**src/rtl/twi_pkg.sv**
```systemverilog
`timescale 1ns/1ps
package twi_pkg;
  localparam int REG_W  = 16;
  localparam int BYTE_W = 8;
  localparam int SEL_W  = 3;

  localparam logic [SEL_W-1:0] SEL_TEMP = 3'd0;
  localparam logic [SEL_W-1:0] SEL_CFG  = 3'd1;
  localparam logic [SEL_W-1:0] SEL_LOW  = 3'd2;
  localparam logic [SEL_W-1:0] SEL_HIGH = 3'd3;
  localparam logic [SEL_W-1:0] SEL_SHOT = 3'd4;

  // strobes from bus control to register datapath
  typedef struct packed {
    logic              ptrWe;
    logic              hiWe;
    logic              loWe;
    logic              snap;
    logic [BYTE_W-1:0] wrByte;
  } twi_strobe_t;

  typedef enum logic [2:0] {ST_IDLE, ST_RX, ST_RXACK, ST_TX, ST_TXACK} twi_state_e;
endpackage

```
**src/rtl/twi_regfile.sv**
```systemverilog
`timescale 1ns/1ps
module twi_regfile
  import twi_pkg::*;
#(
  parameter logic [REG_W-1:0] CFG_RST  = 16'h0000,
  parameter logic [REG_W-1:0] LOW_RST  = 16'h4B00,
  parameter logic [REG_W-1:0] HIGH_RST = 16'h5000
) (
  input  logic              clk,
  input  logic              rstN,
  input  twi_strobe_t       strb,
  input  logic [REG_W-1:0]  tempWord,
  output logic [REG_W-1:0]  cfgWord,
  output logic [REG_W-1:0]  lowLimit,
  output logic [REG_W-1:0]  highLimit,
  output logic              oneShot,
  output logic [REG_W-1:0]  readWord
);
  localparam int HB = REG_W - 1;
  localparam int LB = BYTE_W - 1;

  logic [SEL_W-1:0] ptrQ;
  logic [REG_W-1:0] liveWord;

  always_comb begin
    case (ptrQ)
      SEL_TEMP: liveWord = tempWord;
      SEL_CFG:  liveWord = cfgWord;
      SEL_LOW:  liveWord = lowLimit;
      SEL_HIGH: liveWord = highLimit;
      default:  liveWord = '0;
    endcase
  end

  always_ff @(posedge clk or negedge rstN) begin
    if (!rstN) begin
      ptrQ      <= SEL_TEMP;
      cfgWord   <= CFG_RST;
      lowLimit  <= LOW_RST;
      highLimit <= HIGH_RST;
      oneShot   <= 1'b0;
      readWord  <= '0;
    end else begin
      oneShot <= 1'b0;
      if (strb.ptrWe) ptrQ <= strb.wrByte[SEL_W-1:0];
      if (strb.hiWe) begin
        case (ptrQ)
          SEL_CFG:  cfgWord[HB:BYTE_W]   <= strb.wrByte;
          SEL_LOW:  lowLimit[HB:BYTE_W]  <= strb.wrByte;
          SEL_HIGH: highLimit[HB:BYTE_W] <= strb.wrByte;
          SEL_SHOT: oneShot              <= 1'b1;
          default:  ;
        endcase
      end
      if (strb.loWe) begin
        case (ptrQ)
          SEL_CFG:  cfgWord[LB:0]   <= strb.wrByte;
          SEL_LOW:  lowLimit[LB:0]  <= strb.wrByte;
          SEL_HIGH: highLimit[LB:0] <= strb.wrByte;
          default:  ;
        endcase
      end
      if (strb.snap) readWord <= liveWord;
    end
  end

  AST_ONESHOT_SINGLE: assert property (@(posedge clk) disable iff (!rstN)
    oneShot |=> !oneShot);
  AST_PTR_HOLD: assert property (@(posedge clk) disable iff (!rstN)
    !strb.ptrWe |=> $stable(ptrQ));
  AST_LIMITS_HOLD: assert property (@(posedge clk) disable iff (!rstN)
    !(strb.hiWe || strb.loWe) |=> ($stable(lowLimit) && $stable(highLimit) && $stable(cfgWord)));
endmodule

```
**src/rtl/twi_link.sv**
```systemverilog
`timescale 1ns/1ps
module twi_link
  import twi_pkg::*;
#(
  parameter int          TIMEOUT_CYC = 4400000,
  parameter logic [3:0]  ADDR_PREFIX = 4'b1001
) (
  input  logic              clk,
  input  logic              rstN,
  input  logic              sclIn,
  input  logic              sdaIn,
  input  logic [2:0]        addrPins,
  input  logic [REG_W-1:0]  readWord,
  output twi_strobe_t       strb,
  output logic              sdaLow,
  output logic              readPulse
);
  localparam int TW = $clog2(TIMEOUT_CYC + 1);
  localparam int HB = REG_W - 1;
  localparam int LB = BYTE_W - 1;
  localparam logic [3:0] LAST_BIT = 4'd8;

  // line sampling: two sync stages plus one history stage
  logic [1:0] syncA, syncB, syncC;
  always_ff @(posedge clk or negedge rstN) begin
    if (!rstN) begin
      syncA <= '1; syncB <= '1; syncC <= '1;
    end else begin
      syncA <= {sclIn, sdaIn};
      syncB <= syncA;
      syncC <= syncB;
    end
  end

  logic sclS, sdaS, sclP, sdaP;
  assign {sclS, sdaS} = syncB;
  assign {sclP, sdaP} = syncC;

  logic startDet, stopDet, sclRise, sclFall;
  assign startDet = sclS & sclP & sdaP & ~sdaS;
  assign stopDet  = sclS & sclP & ~sdaP & sdaS;
  assign sclRise  = sclS & ~sclP;
  assign sclFall  = ~sclS & sclP;

  twi_state_e        state;
  logic [3:0]        bitCnt;
  logic [BYTE_W-1:0] shReg, txSh;
  logic [2:0]        addrLat;
  logic              isAddr, isRead, readHi, ackSeen, inTxn;
  logic [1:0]        dataIdx;

  // stuck-line watchdog, one counter per line
  logic [1:0] lineS, lowHit;
  logic       tmoHit;
  assign lineS = {sclS, sdaS};
  for (genvar g = 0; g < 2; g++) begin : g_tmo
    logic [TW-1:0] lowCnt;
    always_ff @(posedge clk or negedge rstN) begin
      if (!rstN)                      lowCnt <= '0;
      else if (!inTxn || lineS[g])    lowCnt <= '0;
      else if (!lowHit[g])            lowCnt <= lowCnt + TW'(1);
    end
    assign lowHit[g] = (lowCnt == TW'(TIMEOUT_CYC));
  end
  assign tmoHit = |lowHit;

  logic [BYTE_W-1:0] nextByte;
  assign nextByte = readHi ? readWord[HB:BYTE_W] : readWord[LB:0];

  always_ff @(posedge clk or negedge rstN) begin
    if (!rstN) begin
      state     <= ST_IDLE;
      bitCnt    <= '0;
      shReg     <= '0;
      txSh      <= '0;
      addrLat   <= '0;
      isAddr    <= 1'b0;
      isRead    <= 1'b0;
      readHi    <= 1'b0;
      ackSeen   <= 1'b0;
      inTxn     <= 1'b0;
      dataIdx   <= '0;
      sdaLow    <= 1'b0;
      readPulse <= 1'b0;
      strb      <= '0;
    end else begin
      strb      <= '0;
      readPulse <= 1'b0;
      if (tmoHit) begin
        state  <= ST_IDLE;
        sdaLow <= 1'b0;
        inTxn  <= 1'b0;
      end else if (startDet) begin
        state   <= ST_RX;
        isAddr  <= 1'b1;
        isRead  <= 1'b0;
        bitCnt  <= '0;
        dataIdx <= '0;
        addrLat <= addrPins;
        sdaLow  <= 1'b0;
        inTxn   <= 1'b1;
      end else if (stopDet) begin
        state  <= ST_IDLE;
        sdaLow <= 1'b0;
        inTxn  <= 1'b0;
      end else begin
        case (state)
          ST_RX: begin
            if (sclRise && bitCnt != LAST_BIT) begin
              shReg  <= {shReg[BYTE_W-2:0], sdaS};
              bitCnt <= bitCnt + 4'd1;
            end else if (sclFall && bitCnt == LAST_BIT) begin
              bitCnt <= '0;
              if (isAddr) begin
                if (shReg[7:1] == {ADDR_PREFIX, addrLat}) begin
                  sdaLow <= 1'b1;
                  isRead <= shReg[0];
                  state  <= ST_RXACK;
                  if (shReg[0]) begin
                    readPulse <= 1'b1;
                    strb.snap <= 1'b1;
                  end
                end else begin
                  state <= ST_IDLE;
                end
              end else begin
                sdaLow      <= 1'b1;
                state       <= ST_RXACK;
                strb.wrByte <= shReg;
                case (dataIdx)
                  2'd0:    strb.ptrWe <= 1'b1;
                  2'd1:    strb.hiWe  <= 1'b1;
                  2'd2:    strb.loWe  <= 1'b1;
                  default: ;
                endcase
                if (dataIdx != 2'd3) dataIdx <= dataIdx + 2'd1;
              end
            end
          end
          ST_RXACK: begin
            if (sclFall) begin
              isAddr <= 1'b0;
              if (isRead) begin
                txSh   <= readWord[HB:BYTE_W];
                sdaLow <= ~readWord[HB];
                readHi <= 1'b0;
                bitCnt <= 4'd1;
                state  <= ST_TX;
              end else begin
                sdaLow <= 1'b0;
                state  <= ST_RX;
              end
            end
          end
          ST_TX: begin
            if (sclFall) begin
              if (bitCnt == LAST_BIT) begin
                sdaLow  <= 1'b0;
                ackSeen <= 1'b0;
                state   <= ST_TXACK;
              end else begin
                sdaLow <= ~txSh[BYTE_W-2];
                txSh   <= {txSh[BYTE_W-2:0], 1'b0};
                bitCnt <= bitCnt + 4'd1;
              end
            end
          end
          ST_TXACK: begin
            if (sclRise) begin
              if (sdaS) state <= ST_IDLE;
              else      ackSeen <= 1'b1;
            end else if (sclFall && ackSeen) begin
              txSh   <= nextByte;
              sdaLow <= ~nextByte[BYTE_W-1];
              readHi <= ~readHi;
              bitCnt <= 4'd1;
              state  <= ST_TX;
            end
          end
          default: ;
        endcase
      end
    end
  end

  AST_IDLE_RELEASED: assert property (@(posedge clk) disable iff (!rstN)
    (state == ST_IDLE) |-> !sdaLow);
  AST_ACK_DRIVES: assert property (@(posedge clk) disable iff (!rstN)
    (state == ST_RXACK) |-> sdaLow);
  AST_TX_ONLY_READ: assert property (@(posedge clk) disable iff (!rstN)
    (state == ST_TX) |-> isRead);
  AST_READ_PULSE_SINGLE: assert property (@(posedge clk) disable iff (!rstN)
    readPulse |=> !readPulse);
  AST_TIMEOUT_RELEASE: assert property (@(posedge clk) disable iff (!rstN)
    tmoHit |=> (!sdaLow && state == ST_IDLE));
endmodule

```
**src/rtl/twi_sensor_regs.sv**
```systemverilog
`timescale 1ns/1ps
module twi_sensor_regs
  import twi_pkg::*;
#(
  parameter int               TIMEOUT_CYC = 4400000,
  parameter logic [3:0]       ADDR_PREFIX = 4'b1001,
  parameter logic [REG_W-1:0] CFG_RST     = 16'h0000,
  parameter logic [REG_W-1:0] LOW_RST     = 16'h4B00,
  parameter logic [REG_W-1:0] HIGH_RST    = 16'h5000
) (
  input  logic        clk,
  input  logic        rstN,
  input  logic        sclIn,
  input  logic        sdaIn,
  input  logic [2:0]  addrPins,
  input  logic [15:0] tempWord,
  output logic        sdaDrvLow,
  output logic [15:0] cfgWord,
  output logic [15:0] lowLimit,
  output logic [15:0] highLimit,
  output logic        oneShotPulse,
  output logic        regReadPulse
);
  twi_strobe_t      strb;
  logic [REG_W-1:0] readWord;

  twi_link #(.TIMEOUT_CYC(TIMEOUT_CYC), .ADDR_PREFIX(ADDR_PREFIX)) link_i (
    .clk(clk), .rstN(rstN), .sclIn(sclIn), .sdaIn(sdaIn), .addrPins(addrPins),
    .readWord(readWord), .strb(strb), .sdaLow(sdaDrvLow), .readPulse(regReadPulse)
  );

  twi_regfile #(.CFG_RST(CFG_RST), .LOW_RST(LOW_RST), .HIGH_RST(HIGH_RST)) regs_i (
    .clk(clk), .rstN(rstN), .strb(strb), .tempWord(tempWord), .cfgWord(cfgWord),
    .lowLimit(lowLimit), .highLimit(highLimit), .oneShot(oneShotPulse), .readWord(readWord)
  );
endmodule

```
**config.mk**
```make
export PLATFORM = sky130hd
export DESIGN_NAME = twi_sensor_regs
export DESIGN_NICKNAME = d
export VERILOG_FILES = /design/src/rtl/twi_pkg.sv /design/src/rtl/twi_regfile.sv /design/src/rtl/twi_link.sv /design/src/rtl/twi_sensor_regs.sv
export SDC_FILE = /design/constraint.sdc
export NUM_CORES = 1
export LEC_CHECK = 0
export BUFFER_PORTS_ARGS = -buffer_cell sky130_fd_sc_hd__buf_2
export CAP_MARGIN = 20
export CORE_MARGIN = 10
export CORE_UTILIZATION = 50
export CTS_CLUSTER_SIZE = 12
export DETAILED_ROUTE_END_ITERATION = 16
export PLACE_DENSITY_LB_ADDON = 0.3
export SYNTH_ARGS = -nofsm -noshare
export SYNTH_HDL_FRONTEND = slang
export SYNTH_SLANG_ARGS = --single-unit
```
**constraint.sdc**
```tcl
create_clock -name clk -period 4.3 [get_ports clk]
set_input_delay 0.43 -clock clk [delete_from_list [all_inputs] [get_ports clk]]
set_output_delay 0.43 -clock clk [all_outputs]
set_load 0.05 [all_outputs]
```
# == Word-level counts from Yosys, hierarchy flattened ==
# Index checks and enable logic that the tools add are counted.
# classes
eq_ne,47
muxes,106
addsub,4
reduce_logical,39
bitwise,18
# op_table
cell,count
$mux 23,4
$mux 12,6
$pmux 16 s4,1
$mux 1,49
$add 23x1->23 const B,2
$eq 23x23->1 const B,2
$mux 7,6
$mux 4,10
$mux 3,12
$reduce_and 8->1,4
$ne 5x1->1 const B,5
$pmux 7 s3,1
$mux 2,10
$reduce_and 10->1,2
$ne 2x1->1 const B,9
$reduce_bool 2->1,9
$mux 8,2
$pmux 4 s4,1
$reduce_and 2->1,7
$reduce_and 7->1,2
$eq 3x2->1 const B,4
$ne 2x2->1 const B,6
$ne 3x1->1 const B,4
$pmux 3 s4,1
31 further kinds,55
# word_totals
inputBits,23
wordCells,246
ff_bits,166

# == Logic depth before layout (Yosys ltp) ==
# depth
ltp_word,9
depth_mapped,9
ltp_nobuf,8

# == By module ==
# Synthesis repeated with hierarchy kept, for this count alone.
# hier_totals
hier_cells,691
hier_area_um2,8012.7
# by_module_without_submodules
mod,cells_per_inst,seq_area_each_um2,area_per_inst_um2,instances
twi_link,484,2434.8,4895.9,1
twi_regfile,207,1709.1,3116.7,1

# == Least setup slack after synthesis ==
# Ideal clock, no wire load.
# synth_timing
path_kind,flip-flop to flip-flop
startpoint,register link_i.g_tmo[0].lowCnt[0]
endpoint,register link_i.txSh[0]
slack_ns,2.063
setup_time_ns,0.125
required_ns,4.175
path_buffers,0
arrival_ns,2.112
path_stages_with_launch,9
path_cell_list,dfrtp_1 -> inv_1 -> ha_1 -> or4b_4 -> nor4_4 -> nand4_4 -> o2111ai_2 -> a21oi_4 -> mux2_4
# synth_via
elab_chain_cells,4
# synth_rtl
element,line,text
"start, declared",twi_link.sv:57,logic [TW-1:0] lowCnt;
"start signal, assigned",twi_link.sv:61,else if (!lowHit[g]) lowCnt <= lowCnt + TW'(1);
$eq 23x23->1,twi_link.sv:63,assign lowHit[g] = (lowCnt == TW'(TIMEOUT_CYC));
$reduce_or 2->1,twi_link.sv:65,assign tmoHit = |lowHit;
$not 1->1 (no source line),n/a,
$reduce_and 10->1 (no source line),n/a,
"end signal, assigned",twi_link.sv:144,txSh <= readWord[HB:BYTE_W];
"end signal, assigned",twi_link.sv:163,"txSh <= {txSh[BYTE_W-2:0], 1'b0};"
"end signal, assigned",twi_link.sv:173,txSh <= nextByte;
"end, declared",twi_link.sv:47,"logic [BYTE_W-1:0] shReg, txSh;"
# Every way passes these cells.
# A chain may end at the register's enable or synchronous reset.

# == Worst setup path in the final report ==
# layout_timing
startpoint,register link_i.state[1]
endpoint,register link_i.bitCnt[1]
# layout_via
elab_chain_cells,4
# layout_rtl
element,line,text
"start, declared",twi_link.sv:45,twi_state_e state;
"start signal, assigned",twi_link.sv:72,state <= ST_IDLE;
"start signal, assigned",twi_link.sv:90,state <= ST_IDLE;
"start signal, assigned",twi_link.sv:94,state <= ST_RX;
"$eq 3x3->1, or another cell as far along",twi_link.sv:107,case (state)
$pmux 4 s4,twi_link.sv:107,
$mux 4,twi_link.sv:102,end else if (stopDet) begin
$mux 4,twi_link.sv:93,end else if (startDet) begin
"end signal, assigned",twi_link.sv:111,bitCnt <= bitCnt + 4'd1;
"end signal, assigned",twi_link.sv:164,bitCnt <= bitCnt + 4'd1;
"end, declared",twi_link.sv:46,logic [3:0] bitCnt;
# Parallel ways exist; a longest one is shown, timed or not. The select of a mux whose other input is x is not followed.

==> flow_results.xml <==
<?xml version="1.0" encoding="UTF-8"?>
<metrics>
  <group name="timing">
    <metric name="period_share" unit="%">58.06</metric>
    <metric name="finalSetupTns" unit="ns">0</metric>
    <metric name="unrepaired_setup_endpoints_after_global_routing" unit="">false</metric>
    <metric name="setup_viol" unit="">0</metric>
    <metric name="slew_viol_final" unit="">0</metric>
    <metric name="finalHoldWorstSlack" unit="ns">0.05808</metric>
    <metric name="maxClockFrequency" unit="GHz">0.4006</metric>
    <metric name="period_minus_slack" unit="ns">2.496</metric>
    <metric name="timing.slew.headroom" unit="%">38.20</metric>
    <metric name="tightest_slew" unit="ns">0.9271</metric>
    <metric name="finalHoldViolations" unit="">0</metric>
    <metric name="fin_worst_skew" unit="ns">0.008960</metric>
  </group>
  <group name="routing">
    <metric name="drt-wirelength-per-cell" unit="microns">19.07</metric>
    <metric name="dr.pass1.iters" unit="">5</metric>
    <metric name="drt-vias-per-instance" unit="">5.901</metric>
    <metric name="drt_wl_total" unit="microns">19070</metric>
    <metric name="detailedRoute.firstIterationViolations" unit="">475</metric>
    <metric name="drc" unit="">0</metric>
    <metric name="num_vias" unit="">5901</metric>
    <metric name="drt.antenna.violating_nets" unit="">0</metric>
  </group>
  <group name="synth">
    <metric name="synth-edff-count" unit="">0</metric>
    <metric name="syn_area_per_cell" unit="sq um">11.17</metric>
    <metric name="postSynth.topFlopCell" unit="">dfrtp_1</metric>
    <metric name="post_synth_net_total" unit="">739</metric>
    <metric name="syn_inst" unit="">706</metric>
    <metric name="synth-seq-cells" unit="">165</metric>
    <metric name="synth-async-reset-ratio" unit="%">100.0</metric>
    <metric name="synth_seq_area_share" unit="%">52.57</metric>
    <metric name="synth_area" unit="sq mm">0.007883</metric>
    <metric name="ys.warnings.count" unit="">0</metric>
    <metric name="synth_cell_type_count" unit="">64</metric>
  </group>
  <group name="cts">
    <metric name="cts_inserted_buffers" unit="">17</metric>
    <metric name="cts.hold.buffers_added" unit="">0</metric>
    <metric name="cts_tree" unit="">done</metric>
    <metric name="cts.htree.levels" unit="">4</metric>
    <metric name="sinks_on_clock_net" unit="">165</metric>
    <metric name="clock_tree.root_cell" unit="">clkbuf_16</metric>
    <metric name="clkTransAtPathRegs" unit="ns">0.07</metric>
    <metric name="cts.path.max_buffers" unit="">2</metric>
    <metric name="ctsResizeCount" unit="">0</metric>
    <metric name="post_cts_buffers" unit="">0</metric>
    <metric name="worstSkewPairLatency" unit="ns">0.44</metric>
  </group>
  <group name="placed_design">
    <metric name="port_buffers" unit="">73</metric>
    <metric name="dp.final_hpwl" unit="microns">13390</metric>
    <metric name="place_congestion" unit="">0.9303</metric>
    <metric name="numPlacedInstances" unit="">967</metric>
    <metric name="placedInstanceArea" unit="sq mm">0.008441</metric>
  </group>
  <group name="worst_setup_path">
    <metric name="crit_arrival" unit="ns">2.81</metric>
    <metric name="cp-startpoint" unit="">link_i.state[1]$_DFFE_PN0P_</metric>
    <metric name="worstSetupEndpointType" unit="">flop</metric>
    <metric name="worstSetupPathType" unit="">flop to flop</metric>
    <metric name="critical_path_peak_fanout" unit="">13</metric>
    <metric name="regToRegStartpoint" unit="">link_i.state[1]$_DFFE_PN0P_</metric>
    <metric name="worstPathRequired" unit="ns">4.62</metric>
    <metric name="crit_path_start_kind" unit="">flop</metric>
  </group>
  <group name="die">
    <metric name="floorplan.core_area" unit="sq mm">0.01531</metric>
    <metric name="die_w" unit="microns">145.6</metric>
    <metric name="ioPinCount" unit="">74</metric>
    <metric name="start_util" unit="%">51.47</metric>
    <metric name="placement_rows" unit="">45</metric>
    <metric name="die_boundary_height" unit="microns">145.6</metric>
    <metric name="floorplan.die_area" unit="sq mm">0.02119</metric>
  </group>
  <group name="power">
    <metric name="powerDensity" unit="mW/mm^2">369.9</metric>
    <metric name="power_switching_share" unit="%">24.25</metric>
    <metric name="portion_of_total_power_attributed_to_the_clock_network" unit="%">45.9</metric>
    <metric name="power_report.internal_total" unit="uW">2535</metric>
    <metric name="lkg_pwr" unit="uW">0.004093</metric>
    <metric name="switching_power" unit="uW">811.4</metric>
    <metric name="seqPwrFrac" unit="%">48.7</metric>
    <metric name="share_comb_of_total_power" unit="%">5.4</metric>
    <metric name="design_power_total" unit="uW">3346</metric>
    <metric name="vdd_drop_max" unit="V">0.0002804</metric>
  </group>
  <group name="cells_and_area">
    <metric name="final_layout_size_suffix_gt1_share" unit="%">26.87</metric>
    <metric name="post_layout_net_count" unit="">809</metric>
    <metric name="most-common-layout-cells" unit="">dfrtp_1 (153), nor2_1 (74), buf_2 (72), mux2_2 (52), nand2_1 (43)</metric>
    <metric name="antenna_cells_inserted" unit="">0</metric>
    <metric name="areaGrowthSynthToFinish" unit="%">14.78</metric>
    <metric name="layout.cells.most_common" unit="">dfrtp_1</metric>
    <metric name="fin_cells" unit="">1000</metric>
    <metric name="design_area" unit="sq mm">0.009047</metric>
  </group>
  <group name="global_routing">
    <metric name="antenna_found_initial" unit="">0</metric>
    <metric name="first_pass_grt_wire_length" unit="microns">31430</metric>
    <metric name="via_count_of_the_first_global_routing_pass" unit="">5930</metric>
    <metric name="groute.usage.overall" unit="%">18.06</metric>
    <metric name="grt_max_degree" unit="">95</metric>
    <metric name="globalRouteOverflowTotal" unit="">0</metric>
  </group>
  <group name="flow_run">
    <metric name="maxCapViolCount" unit="">0</metric>
  </group>
  <group name="run_status">
    <metric name="result_of_the_run" unit="">finished clean</metric>
  </group>
  <group name="min_path">
    <metric name="worst_hold_path_type" unit="">input pin to async pin</metric>
  </group>
</metrics>
[layer usage]
layer | global-route usage (%) | part of all wire, % | vias to the layer above
met3 | 3.695 | 5.4 | 30
met2 | 29.20 | 48 | 219
li1 | - | - | 2671
met4 | 7.179 | 1.9 | 0
met1 | 23.26 | 44 | 2981
met5 | 0 | 0 | -
[layout make-up]
cell class,instances,area [sq um]
multi-input combinational,495,3556
tap,211,264.0
clock inverter,14,166.4
inverter,18,67.56
timing repair buffer,79,420.4
clock buffer,18,429.2
sequential,165,4144
fill,1267,6267
[per-stage QoR]
step,util [%],setup WS [ns]
finish,59.08,1.804
global route,59.08,1.688
CTS,59.00,1.833
detailed placement,55.11,1.841
global placement,55.11,1.866
floorplan,-,2.063
[flip-flops by register name, summed over array words and instances (netlist names), 2 cells and up]
| name | flops |
|---|---|
| link_i.addrLat | 3 |
| link_i.bitCnt | 4 |
| link_i.dataIdx | 2 |
| link_i.g_tmo.lowCnt | 46 |
| link_i.lineS | 2 |
| link_i.shReg | 8 |
| link_i.state | 3 |
| link_i.strb | 11 |
| link_i.syncA | 2 |
| link_i.syncC | 2 |
| link_i.txSh | 7 |
| regs_i.cfgWord | 16 |
| regs_i.highLimit | 16 |
| regs_i.lowLimit | 16 |
| regs_i.ptrQ | 3 |
| regs_i.readWord | 16 |
[critical path: stages, from the launching register on]
cell	delay, ns
dfrtp_1	0.55
nor2b_1	0.36
and2_1	0.41
a21oi_1	0.13
a31oi_1	0.48
nor3_2	0.13
mux2_4	0.32
[worst paths after layout]
kind,to,slack [ns],cells after the start
worst max register to register,link_i.bitCnt[1]$_DFFE_PN0P_,1.80,6
worst min register to register,link_i.lineS[0]$_DFF_PN1_,0.36,0
max in group asynchronous,regs_i.lowLimit[2]$_DFFE_PN0P_,3.22,2
worst max-delay path,link_i.bitCnt[1]$_DFFE_PN0P_,1.80,6
min in group clk,link_i.syncA[1]$_DFF_PN1_,0.09,1
worst min-delay path,regs_i.lowLimit[5]$_DFFE_PN0P_,0.06,1
[cell usage after synthesis, types with 2 or more instances]
| cell type | n | area share (%) |
|---|---|---|
| dfstp_2 | 12 | 4.0 |
| a22oi_1 | 39 | 3.7 |
| a21oi_1 | 24 | 1.5 |
| o21ai_1 | 4 | 0.25 |
| nand3_1 | 21 | 1.3 |
| and2_1 | 17 | 1.3 |
| mux2_4 | 20 | 3.8 |
| o21ai_0 | 17 | 1.1 |
| ha_1 | 10 | 1.6 |
| o31ai_1 | 4 | 0.38 |
| nand2_1 | 43 | 2.0 |
| or4_1 | 3 | 0.29 |
| nand4_1 | 8 | 0.63 |
| nor3_1 | 11 | 0.70 |
| nand2b_1 | 10 | 0.79 |
| xor2_1 | 18 | 2.0 |
| o41ai_1 | 2 | 0.22 |
| a31oi_1 | 18 | 1.4 |
| xnor2_1 | 20 | 2.2 |
| nor2_1 | 74 | 3.5 |
| a21o_1 | 2 | 0.19 |
| and4_1 | 2 | 0.22 |
| nor4_1 | 5 | 0.40 |
| or3_1 | 13 | 1.0 |
| and3b_1 | 3 | 0.33 |
| o2111ai_1 | 3 | 0.33 |
| nand3b_1 | 3 | 0.29 |
| and4b_1 | 2 | 0.25 |
| nor2_4 | 2 | 0.29 |
| clkbuf_1 | 25 | 1.2 |
| nor3b_1 | 5 | 0.48 |
| or3b_1 | 3 | 0.33 |
| nor2b_1 | 8 | 0.63 |
| and3_1 | 5 | 0.40 |
| dfrtp_1 | 153 | 49 |
| inv_1 | 18 | 0.86 |
| mux2_2 | 52 | 7.4 |
[power by group through the flow]
stage	sequential (uW)	combinational [uW]	clock, uW
finish	1630	179	1540
global route	1630	203	1630
CTS	1630	183	1560
detailed placement	1660	181	0
global placement	1650	172	0
floorplan	1640	117	0
[kinds of logic after synthesis]
group / synth area share (%)
DFF: 52.57
AOI/OAI and AO/OA: 10.52
adders and majority gates: 1.587
buffers and inverters: 2.508
and+or+nand+nor: 17.22
muxes: 11.37
xor gates and xnor gates: 4.222
Power figures use the tool's default switching activity.
